--- config.mk ---
export PLATFORM = sky130hd
export DESIGN_NAME = pte_guard
export DESIGN_NICKNAME = d
export VERILOG_FILES = /design/src/rtl/pte_guard_pkg.sv /design/src/rtl/pte_guard_check.sv /design/src/rtl/pte_guard_update.sv /design/src/rtl/pte_guard.sv
export SDC_FILE = /design/constraint.sdc
export NUM_CORES = 1
export LEC_CHECK = 0
export ABC_AREA = 1
export BUFFER_PORTS_ARGS = -buffer_cell sky130_fd_sc_hd__buf_2
export CAP_MARGIN = 20
export CORE_ASPECT_RATIO = 0.5
export CORE_MARGIN = 2
export CORE_UTILIZATION = 35
export DETAILED_ROUTE_END_ITERATION = 16
export PLACE_DENSITY = 0.66
export SKIP_CTS_REPAIR_TIMING = 1
export SYNTH_ARGS = -nofsm -noshare
export SYNTH_HDL_FRONTEND = slang
export SYNTH_SLANG_ARGS = --single-unit
--- constraint.sdc ---
create_clock -name clk -period 2.8 [get_ports clk]
set_clock_uncertainty 0.15 [all_clocks]
set_input_delay 0.28 -clock clk [delete_from_list [all_inputs] [get_ports clk]]
set_output_delay 0.28 -clock clk [all_outputs]
set_load 0.02 [all_outputs]
--- src/rtl/pte_guard_pkg.sv ---
package pte_guard_pkg;
  typedef enum logic [1:0] {
    ACC_READ  = 2'd0,
    ACC_WRITE = 2'd1,
    ACC_FETCH = 2'd2
  } acc_kind_e;

  typedef enum logic [2:0] {
    FLT_NONE   = 3'd0,
    FLT_ABSENT = 3'd1,
    FLT_PRIV   = 3'd2,
    FLT_WPROT  = 3'd3,
    FLT_NOEXEC = 3'd4
  } fault_e;
endpackage

--- src/rtl/pte_guard_check.sv ---
module pte_guard_check
  import pte_guard_pkg::*;
#(
  parameter int RING_W    = 2,
  parameter int USER_RING = 3
) (
  input  logic              present,
  input  logic              writable,
  input  logic              user_ok,
  input  logic              no_exec,
  input  logic [1:0]        kind,
  input  logic [RING_W-1:0] ring,
  output fault_e            fault
);
  localparam logic [RING_W-1:0] USER_LVL = RING_W'(USER_RING);

  logic is_write, is_fetch, is_user;

  always_comb begin
    is_write = (kind == ACC_WRITE);
    is_fetch = (kind == ACC_FETCH);
    is_user  = (ring == USER_LVL);
    if (!present)                 fault = FLT_ABSENT;
    else if (is_user && !user_ok) fault = FLT_PRIV;
    else if (is_write && !writable) fault = FLT_WPROT;
    else if (is_fetch && no_exec) fault = FLT_NOEXEC;
    else                          fault = FLT_NONE;
  end
endmodule

--- src/rtl/pte_guard_update.sv ---
module pte_guard_update #(
  parameter int ENTRY_W = 64,
  parameter int B_ACC   = 5,
  parameter int B_DIRTY = 6
) (
  input  logic [ENTRY_W-1:0] cur,
  input  logic               is_write,
  output logic [ENTRY_W-1:0] nxt,
  output logic               changed
);
  always_comb begin
    nxt          = cur;
    nxt[B_ACC]   = 1'b1;
    if (is_write) nxt[B_DIRTY] = 1'b1;
    changed      = (nxt[B_ACC] != cur[B_ACC]) || (nxt[B_DIRTY] != cur[B_DIRTY]);
  end
endmodule

--- src/rtl/pte_guard.sv ---
module pte_guard
  import pte_guard_pkg::*;
#(
  parameter int ENTRY_W   = 64,
  parameter int RING_W    = 2,
  parameter int USER_RING = 3,
  parameter int B_PRESENT = 0,
  parameter int B_WRITE   = 1,
  parameter int B_USER    = 2,
  parameter int B_ACC     = 5,
  parameter int B_DIRTY   = 6,
  parameter int B_NOEXEC  = 63
) (
  input  logic               clk,
  input  logic               rst,
  input  logic               req_valid,
  input  logic [1:0]         req_kind,
  input  logic [RING_W-1:0]  req_ring,
  input  logic               sw_load,
  input  logic [ENTRY_W-1:0] sw_entry,
  output logic               rsp_valid,
  output logic               rsp_fault,
  output logic [2:0]         rsp_code,
  output logic               wb_strobe,
  output logic [ENTRY_W-1:0] pte_out
);
  logic [ENTRY_W-1:0] pte_q, pte_nxt;
  logic               grew;
  fault_e             fault;

  pte_guard_check #(.RING_W(RING_W), .USER_RING(USER_RING)) u_check (
    .present  (pte_q[B_PRESENT]),
    .writable (pte_q[B_WRITE]),
    .user_ok  (pte_q[B_USER]),
    .no_exec  (pte_q[B_NOEXEC]),
    .kind     (req_kind),
    .ring     (req_ring),
    .fault    (fault)
  );

  pte_guard_update #(.ENTRY_W(ENTRY_W), .B_ACC(B_ACC), .B_DIRTY(B_DIRTY)) u_update (
    .cur      (pte_q),
    .is_write (req_kind == ACC_WRITE),
    .nxt      (pte_nxt),
    .changed  (grew)
  );

  always_ff @(posedge clk) begin
    if (rst) begin
      pte_q     <= '0;
      rsp_valid <= 1'b0;
      rsp_fault <= 1'b0;
      rsp_code  <= FLT_NONE;
      wb_strobe <= 1'b0;
    end else begin
      rsp_valid <= 1'b0;
      rsp_fault <= 1'b0;
      rsp_code  <= FLT_NONE;
      wb_strobe <= 1'b0;
      if (sw_load) begin
        pte_q <= sw_entry;
      end else if (req_valid) begin
        rsp_valid <= 1'b1;
        rsp_code  <= fault;
        rsp_fault <= (fault != FLT_NONE);
        if (fault == FLT_NONE) begin
          pte_q     <= pte_nxt;
          wb_strobe <= grew;
        end
      end
    end
  end

  assign pte_out = pte_q;
endmodule

# After elaboration in Yosys (flattened, before gate mapping)
# Cells that the tools add are included.
[classes]
eq_ne = 4
n_bitwise = 3
muxes = 9
n_reduce_logical = 14
[op_table]
columns = ["cell", "count"]
rows = [
  ["$mux 64", 1],
  ["$mux 7", 2],
  ["$mux 3", 4],
  ["$eq 2x2->1 const B", 2],
  ["$reduce_bool 2->1", 2],
  ["$reduce_or 4->1", 1],
  ["$logic_and 1x1->1", 3],
  ["$logic_not 3->1", 1],
  ["$not 1->1", 3],
  ["$reduce_bool 3->1", 1],
  ["$reduce_or 3->1", 1],
  ["$eq 2x1->1 const B", 1],
  ["$logic_not 1->1", 2],
  ["$mux 1", 2],
  ["$reduce_and 2->1", 1],
  ["$reduce_or 2->1", 1],
  ["$logic_or 1x1->1", 1],
  ["$ne 1x1->1", 1],
]
[word_totals]
wordCells = 36
output_inout_bits = 70
inputBits = 72
reg_bits = 70

# Longest topological paths before layout
# Gate-level depths: netlist of run 1.
[logic_depth]
ltp_word = 10
ltp_mapped = 7
ltp_nobuf = 7

# Hierarchy
# Synthesis of run 1 repeated with hierarchy kept, for this count alone.
[hier_totals]
cells_unflattened = 730
hier_area_um2 = 4409.2
[modules_own_cells]
columns = ["mod", "cells_per_inst", "area_per_inst_um2", "seq_area_each_um2", "n_inst"]
rows = [
  ["pte_guard", 648, 3847.4, 1401.3, 1],
  ["pte_guard_update", 68, 494.2, 0.0, 1],
  ["pte_guard_check", 14, 67.6, 0.0, 1],
]

# Least setup slack after synthesis of run 1
# Ideal clock, no wire load.
[synth_timing]
kind = "flip-flop to flip-flop"
start = "register pte_q[0], in the netlist pte_out[0]"
end = "register pte_q[6], in the netlist pte_out[6]"
t_arrival_ns = 0.841
path_stages_with_launch = 8
setup_slack_ns = 1.743
required_ns = 2.584
setup_time_ns = 0.066
path_buffers = 0
period_less_slack_ns = 1.057
cell_sequence = "dfxtp_1 > nand2_1 > inv_1 > nand2_2 > nand2_2 > nor2_4 > nand3_2 > a21oi_2"
[synth_via]
elab_chain_len = 4
[synth_rtl]
columns = ["item", "line_no", "text"]
rows = [
  ["start, declared", "pte_guard.sv:27", "logic [ENTRY_W-1:0] pte_q, pte_nxt;"],
  ["start signal, assigned", "pte_guard.sv:61", "pte_q <= sw_entry;"],
  ["start signal, assigned", "pte_guard.sv:67", "pte_q <= pte_nxt;"],
  ["$mux 3", "pte_guard_check.sv:23", "if (!present) fault = FLT_ABSENT;"],
  ["$logic_not 3->1", "pte_guard.sv:66", "if (fault == FLT_NONE) begin"],
  ["$reduce_bool 2->1 (no source line)", "-", ""],
  ["$reduce_and 2->1 (no source line)", "-", ""],
]
# No other way between the ends.
# A chain may end at the register's enable or synchronous reset.

# Final worst setup path of run 1
[layout_timing]
start = "register pte_q[0], in the netlist pte_out[0]"
end = "output pte_out[0]"
[layout_rtl]
columns = ["item", "line_no", "text"]
rows = [
  ["end, declared", "pte_guard.sv:25", "output logic [ENTRY_W-1:0] pte_out"],
]
# No word-level cell between the ends.

==> results of run 1 <==
per-stage QoR:
step	util, %	hold slack, ns
4_1_cts	51.30	0.01405
3_5_place_dp	46.89	0.3223
2_1_floorplan	-	0.2649
5_1_grt	51.30	0.02804
3_3_place_gp	46.89	0.3199
6_report	51.30	0.02640
metal layers:
metal | GRT usage, % | routed length (µm) | up-vias
li1 | - | - | 1257
met1 | 18.01 | 2756 | 1111
met2 | 29.85 | 3260 | 57
met5 | 0 | 0 | -
met4 | 6.601 | 125 | 0
met3 | 5.360 | 291 | 13
registers in the layout, indices dropped and copies added, names as in the netlist:
name,cells
pte_out,64
rsp_code,3
rsp_fault,1
rsp_valid,1
wb_strobe,1
power by group through the flow:
stage	registers, mW	clock network, mW	logic (mW)
2_1_floorplan	1.19	0	0.132
3_3_place_gp	1.11	0	0.332
3_5_place_dp	1.11	0	0.335
4_1_cts	1.09	1.15	0.336
5_1_grt	1.10	1.20	0.366
6_report	1.09	1.13	0.331
layout make-up:
class / instances / area (µm²) / share of cell area (%)
sequential: 70 / 1401 / 39.99
timing repair buffer: 143 / 720.7 / 20.56
multi-input combinational: 211 / 933.4 / 26.63
tap: 92 / 115.1 / 3.285
clock inverter: 4 / 45.04 / 1.285
inverter: 8 / 32.53 / 0.9282
clock buffer: 12 / 256.5 / 7.319
kinds of logic after synthesis:
logic type	share of synthesized area, %
buf+inv	7.852
flops	55.31
compound gates	14.07
simple gates	22.77
worst min-delay path: stages:
cell    delay, ns
buf_2        0.07
nor2_1       0.03
nor2_1       0.08
worst min-delay path by stage:
stage	from	to	slack [ns]	depth (start not counted)
after floorplan	sw_entry[0]	pte_out[0]	0.26	2
after CTS	sw_entry[32]	pte_out[32]	0.01	3
after detailed placement	pte_out[2]	pte_out[2]	0.32	2
final	sw_entry[44]	pte_out[44]	0.03	3
after global routing	sw_entry[23]	pte_out[23]	0.03	3
after global placement	pte_out[2]	pte_out[2]	0.32	2
cell usage in the layout, fill, tap and decap left out, drive strengths merged:
cell type and instances:
buf 143, nor2 128, dfxtp 70, o21ai 64, clkbuf 12, inv 7, nand2 7, a21oi 5
nand3 5, clkinv 4, nor3b 1, o31ai 1, bufinv 1
==> flow_metrics.py, run 1 <==
metrics = {
    "critical_path": {
        "cp.arrival_ns": 0.97,
        "startpoint": "pte_out[0]",
        "path_cells": "buf_2",
        "cpPeakStageDelay_ns": 0.44,
        "r2r_end": "pte_out[6]",
        "r2r_start": "pte_out[0]",
        "cp.required_ns": 2.37,
        "worst-path-stages": 1,
        "critPathSlowestCell": "dfxtp_1",
        "cp-start-kind": "flop",
        "cp-end-kind": "output port",
        "crit_buf_inv": 1,
        "cp-endpoint": "pte_out[0]",
        "critPathKind": "flop to output port",
        "reg2regPathDepth": 7,
        "rrSetupSlack_ns": 1.62,
        "path_max_fanout": 6,
        "crit_family": "flip-flops",
    },
    "grt": {
        "antenna_found_initial": 0,
        "grt_pass1_vias": 2370,
        "grt_first_pass_wirelength_mm": 10.61,
        "grt_max_degree": 68,
        "track_usage_pct": 16.43,
        "grt-ovfl-total": 0,
    },
    "pwr": {
        "p_sw_mw": 0.6336,
        "internal-power_mw": 1.917,
        "p_comb_share_pct": 13.0,
        "p_leak_nw": 1.790,
        "power_density_mw_per_mm2": 727.7,
        "switching_share_pct": 24.84,
        "p_total_mw": 2.550,
        "p_clk_share_pct": 44.2,
        "ir_worst_vdd_v": 0.0003494,
        "pwr-share-seq_pct": 42.9,
    },
    "floorplan": {
        "chipWidth_um": 124.3,
        "io_pins": 142,
        "floorplan.initialDensity_pct": 37.09,
        "rows": 21,
        "core_area_mm2": 0.006832,
        "die-area_mm2": 0.007977,
        "die_h_um": 64.17,
    },
    "sta": {
        "tightest_slew_ns": 0.6574,
        "hold_viol": 0,
        "slew_headroom_pct": 56.17,
        "grt_setup_unrepaired": "no",
        "fmax_ghz": 0.7118,
        "slew_violations": 0,
        "setup_slack_ns": 1.395,
        "period_needed_ns": 1.405,
        "fin_setup_tns_ns": 0,
        "period_share_pct": 50.18,
        "setup_violations": 0,
    },
    "clock_tree": {
        "cts_tree": "built",
        "cts_buffers": 9,
        "clock_sink_count": 70,
        "cts_buffer_depth": 2,
        "clock_latency_ns": 0.32,
        "path_clk_slew_ns": 0.05,
        "ctsRootBufferMaster": "clkbuf_16",
        "htreeDepth": 3,
    },
    "place": {
        "gp_congestion": 0.7779,
        "place_ws_ns": 1.262,
        "dp_cells": 524,
        "dp_hpwl_mm": 4.450,
        "io_buffer_count": 141,
        "place_area_mm2": 0.003203,
    },
    "synthesis": {
        "synth-seq-cells": 70,
        "ys.flop_type": "dfxtp_1",
        "ys_async_sr_fraction_pct": 0,
        "ys_seq_area_share_pct": 55.31,
        "avgSynthCellArea_um2": 8.069,
        "synth_most_common_cell": "nor2_1",
        "synth_common_cells": "nor2_1 (127), dfxtp_1 (70), o21ai_0 (60)",
        "synth_nets": 386,
        "ys_top_cells_by_area": "dfxtp_1 (55%), nor2_1 (19%), o21ai_0 (12%), buf_2 (2.6%), buf_6 (2.2%)",
        "synth_top_area_share_pct": 55.31,
        "synth_area_mm2": 0.002534,
        "synth_cell_types": 22,
        "synth_edf_count": 0,
        "syn_inst": 314,
        "yosys.area.top_type": "dfxtp_1",
        "yosysWarnings": 0,
    },
    "outcome": {
        "outcome": "finished, final reports clean",
    },
    "final_layout": {
        "drive_above_1_share_pct": 37.50,
        "area_growth_pct": 38.32,
        "fin_area_mm2": 0.003505,
        "instances_no_fill": 540,
        "layout.nets": 515,
        "antennaDiodeCount": 0,
        "fillCellCount": 687,
    },
    "drt": {
        "vias": 2438,
        "drc": 0,
        "drt_iter0_drc": 94,
        "firstDrtPassIters": 4,
        "drt-total-wl_mm": 6.433,
        "vias_per_cell": 4.515,
        "wire_per_inst_um": 11.91,
        "ant_nets": 0,
    },
    "worst_hold_path": {
        "hp-class": "primary input to flop",
    },
    "run": {
        "maxCapViolations": 0,
    },
}
Power figures use the tool's default switching activity.
==> run 2: changes to the inputs <==
Clock period 2.8 ns to 1.45 ns, I/O delays scaled along.
==> run 2 against run 1 <==
Compared with the run above:
- wire length rose by 19%
- utilization is 10 points higher
- largest cell class is now non-clock buffers
- cell area increased by 20%
- combinational power rose by 150%
- clock power increased by 81%
==> flow_metrics.py, run 2 (synthesis gave the netlist of run 1 again) <==
metrics = {
    "critical_path": {
        "rrSetupSlack_ns": 0.27,
        "cp-end-kind": "flop",
        "cp_common_cell": "nand2_2",
        "path_cells": "dlygate4sd3_1, buf_2, inv_1, nor2_1, nand2_2, nand2_2, nor2_4, nand2_1, a21oi_1",
        "path_max_fanout": 4,
        "cpPeakStageDelay_ns": 0.54,
        "critPathKind": "primary input to flop",
        "critPathSlowestCell": "dlygate4sd3_1",
        "cp.arrival_ns": 1.39,
        "cp-start-kind": "primary input",
        "cp.required_ns": 1.55,
        "reg2regPathDepth": 6,
        "r2r_start": "pte_out[1]",
        "r2r_end": "pte_out[5]",
    },
    "worst_hold_path": {
        "min_to": "rsp_code[0]",
        "whs_path_depth": 4,
        "hp-start": "req_ring[1]",
        "hp-class": "primary input to flop",
    },
    "pwr": {
        "p_leak_nw": 2.088,
        "ir_worst_vdd_v": 0.0005996,
        "power_density_mw_per_mm2": 1176,
    },
    "grt": {
        "grt_pass1_vias": 2519,
        "grt-ovfl-total": 0,
        "track_usage_pct": 17.55,
        "grt_max_degree": 51,
        "antenna_found_initial": 0,
        "grt_first_pass_wirelength_mm": 11.20,
    },
    "clock_tree": {
        "cts_tree": "built",
        "htreeDepth": 3,
        "cts_buffer_depth": 2,
        "clock_latency_ns": 0.32,
        "cts_buffers": 9,
        "ctsRootBufferMaster": "clkbuf_16",
        "clock_sink_count": 70,
        "path_clk_slew_ns": 0.05,
    },
    "sta": {
        "grt_setup_unrepaired": "no",
        "slew_violations": 0,
        "whs_ns": 0.1014,
        "setup_violations": 0,
        "slew_headroom_pct": 78.20,
        "tightest_slew_ns": 0.3270,
        "period_needed_ns": 1.286,
        "fmax_ghz": 0.7775,
        "fin_setup_tns_ns": 0,
        "period_share_pct": 88.70,
        "hold_viol": 0,
    },
    "floorplan": {
        "chipWidth_um": 124.3,
        "die-area_mm2": 0.007977,
        "floorplan.initialDensity_pct": 37.09,
        "rows": 21,
        "core_area_mm2": 0.006832,
        "io_pins": 142,
        "die_h_um": 64.17,
    },
    "final_layout": {
        "largest_register_ff_count": 64,
        "fillCellCount": 584,
        "final_common_cell": "buf_2",
        "final_cell_mix": "buf_2 (141), nor2_1 (127), dfxtp_1 (70)",
        "layout.nets": 587,
        "antennaDiodeCount": 0,
        "area_growth_pct": 66.47,
        "drive_above_1_share_pct": 32.69,
    },
    "drt": {
        "drt_iter0_drc": 128,
        "wire_per_inst_um": 12.54,
        "ant_nets": 0,
        "vias_per_cell": 4.528,
        "vias": 2771,
        "firstDrtPassIters": 4,
        "drc": 0,
        "drt-total-wl_mm": 7.675,
    },
    "place": {
        "dp_hpwl_mm": 4.573,
        "io_buffer_count": 141,
        "gp_congestion": 0.7967,
    },
    "run": {
        "maxCapViolations": 0,
    },
    "outcome": {
        "outcome": "finished, final reports clean",
    },
}
[run 2: changes by cell type in the layout (fill, tap and decap cells not counted), sizes merged]
cell | previous run | this run
clkbuf | 12 | 16
clkinv | 4 | 1
bufinv | 1 | 0
dlygate4sd3 | 0 | 67
buf | 143 | 148
[run 2: final cells by class]
class / count / area (µm²) / share of cell area, %
clock buffer: 16 / 281.5 / 6.675
inverter: 8 / 32.53 / 0.7713
multi-input combinational: 211 / 933.4 / 22.13
sequential: 70 / 1401 / 33.22
tap: 92 / 115.1 / 2.729
timing repair buffer: 215 / 1454 / 34.47
[run 2: worst max-delay path by stage]
stage | to | slack, ns | from | cells past startpoint
after floorplan | pte_out[6] | 0.39 | pte_out[0] | 7
after global placement | rsp_code[2] | 0.30 | rst | 5
after detailed placement | pte_out[6] | 0.29 | pte_out[1] | 6
after CTS | pte_out[0] | 0.20 | pte_out[0] | 1
after global routing | pte_out[5] | 0.10 | req_kind[1] | 9
final | pte_out[5] | 0.16 | req_kind[1] | 9
[run 2: power breakdown]
group	switching [mW]	internal [mW]
sequential	0.0574	2.05
combinational	0.445	0.367
clock	0.739	1.30
[run 2: worst max-delay path, delay by kind of cell]
kind	cells	cell delay, ns
buffers and inverters	3	0.74
AND/OR/NAND/NOR	5	0.38
AO/OA/AOI/OAI	1	0.13
[run 2: routing by layer]
metal	up-vias	track usage, %	wire (µm)
li1	1403	-	-
met1	1261	19.04	3244
met2	87	29.92	3855
met3	20	6.951	356
met4	0	9.551	218
met5	-	0	0
[run 2: stage by stage]
step	utilization [%]	power, mW	setup WS, ns	area [µm²]	cells
5_1_grt	61.74	5.226	0.1040	4218	612
3_5_place_dp	47.80	2.814	0.2915	3266	529
4_1_cts	51.92	4.876	0.1981	3547	545
6_report	61.74	4.962	0.1639	4218	612
2_1_floorplan	-	2.553	0.3932	2534	314
3_3_place_gp	47.80	2.809	0.2990	3266	529
==> run 3: changes to the inputs <==
Settings changed: GPL_TIMING_DRIVEN set to 0, PLACE_DENSITY 0.66 to 0.68.
Clock period 1.45 ns to 1.15 ns, I/O delays scaled along.
==> run 3 against run 2 <==
Compared with the run above:
- the run now ends with hold timing, setup timing left
- critical path depth fell by 7
- wire length rose by 4.6%
- clock-buffer cell count is 2 lower
- sequential cell count did not move
- worst hold slack lost 0.14 ns
- sequential share of layout area shrank 0.89 points
- critical path type is now flop to output port
- highest routed layer unchanged
==> flow_metrics.py, run 3 (synthesis gave the netlist of run 1 again) <==
metrics = {
    "final_layout": {
        "final_common_cell": "buf_2",
        "fin_area_mm2": 0.004365,
        "largest_register_ff_count": 64,
        "final_cell_mix": "buf_2 (147), nor2_1 (127), dlygate4sd3_1 (67)",
        "drive_above_1_share_pct": 36.69,
        "antennaDiodeCount": 0,
        "instances_no_fill": 629,
        "area_growth_pct": 72.30,
        "layout.nets": 605,
        "final_core_util_pct": 63.90,
    },
    "critical_path": {
        "crit_buf_inv": 2,
        "critPathKind": "flop to output port",
        "cp.required_ns": 0.88,
        "cp-end-kind": "output port",
        "path_cells": "buf_6, buf_6",
        "cpPeakStageDelay_ns": 0.36,
        "cp.arrival_ns": 0.93,
        "reg2regPathDepth": 7,
        "critPathSlowestCell": "dfxtp_4",
        "cp_common_cell": "buf_6",
        "crit_family": "flip-flops",
        "worst-path-stages": 2,
        "cp-start-kind": "flop",
        "path_max_fanout": 4,
    },
    "floorplan": {
        "rows": 21,
        "io_pins": 142,
        "floorplan.initialDensity_pct": 37.09,
        "die-area_mm2": 0.007977,
        "chipWidth_um": 124.3,
        "die_h_um": 64.17,
        "core_area_mm2": 0.006832,
    },
    "grt": {
        "grt_pass1_vias": 2382,
        "track_usage_pct": 17.22,
        "grt_first_pass_wirelength_mm": 10.92,
        "grt_max_degree": 11,
        "grt-ovfl-total": 0,
        "antenna_found_initial": 0,
    },
    "place": {
        "place_ws_ns": -0.01292,
        "place_area_mm2": 0.003349,
        "dp_cells": 546,
        "dp_hpwl_mm": 4.930,
        "gp_congestion": 0.7673,
        "io_buffer_count": 140,
    },
    "drt": {
        "ant_nets": 0,
        "drt-total-wl_mm": 8.029,
        "firstDrtPassIters": 4,
        "drc": 0,
        "vias_per_cell": 4.520,
        "wire_per_inst_um": 12.76,
        "drt_iter0_drc": 157,
        "vias": 2843,
    },
    "sta": {
        "period_needed_ns": 1.197,
        "slew_violations": 0,
        "whs_ns": -0.04304,
        "hold_viol": 2,
        "setup_slack_ns": -0.04677,
        "setup_violations": 4,
        "slew_headroom_pct": 72.29,
        "fin_setup_tns_ns": -0.07828,
        "fmax_ghz": 0.8356,
        "grt_setup_unrepaired": "yes",
        "period_share_pct": 104.1,
        "tightest_slew_ns": 0.4157,
    },
    "clock_tree": {
        "htreeDepth": 3,
        "path_clk_slew_ns": 0.05,
        "cts_tree": "built",
        "ctsRootBufferMaster": "clkbuf_16",
        "clock_sink_count": 70,
        "cts_buffers": 9,
        "cts_buffer_depth": 2,
        "clock_latency_ns": 0.33,
    },
    "pwr": {
        "p_leak_nw": 2.167,
        "p_total_mw": 6.262,
        "ir_worst_vdd_v": 0.0007395,
        "power_density_mw_per_mm2": 1434,
    },
    "run": {
        "maxCapViolations": 0,
    },
    "outcome": {
        "outcome": "finished with violations",
        "violations": "hold timing, setup timing",
    },
    "worst_hold_path": {
        "hp-class": "primary input to flop",
        "whs_path_depth": 3,
    },
}
## run 3: worst reg2reg max path: stages, from the launching register on
cell and delay, ns:
dfxtp_4 0.36, nand2_2 0.06, inv_1 0.05, nand2_2 0.09, nand2_2 0.07, nor2_4 0.13, nand3_2 0.08, a21oi_2 0.11
## run 3: layer usage
layer	wire length (µm)	track usage (%)
met5	0	0
met2	4125	29.85
met4	179	6.461
met1	3351	19.66
met3	373	6.365
## run 3: report_power, final
| group | internal [mW] | switching (mW) |
|---|---|---|
| combinational | 0.508 | 0.581 |
| clock | 1.56 | 0.940 |
| sequential | 2.59 | 0.0780 |
## run 3: final timing paths
kind                            startpoint          end  slack, ns
worst min-delay path               sw_load  pte_out[42]      -0.04
worst max register to register  pte_out[0]   pte_out[6]      -0.01
worst max-delay path            pte_out[0]   pte_out[0]      -0.05
worst min register to register  pte_out[1]   pte_out[1]       0.33
## run 3: cell type report
class | instances | area [µm²]
Multi-Input combinational cell | 211 | 947.2
Clock buffer | 14 | 264.0
Sequential cell | 70 | 1411
Clock inverter | 1 | 5.005
Timing Repair Buffer | 208 | 1409
Buffer | 25 | 181.4
Tap cell | 92 | 115.1
Fill cell | 574 | 2466
Inverter | 8 | 32.53
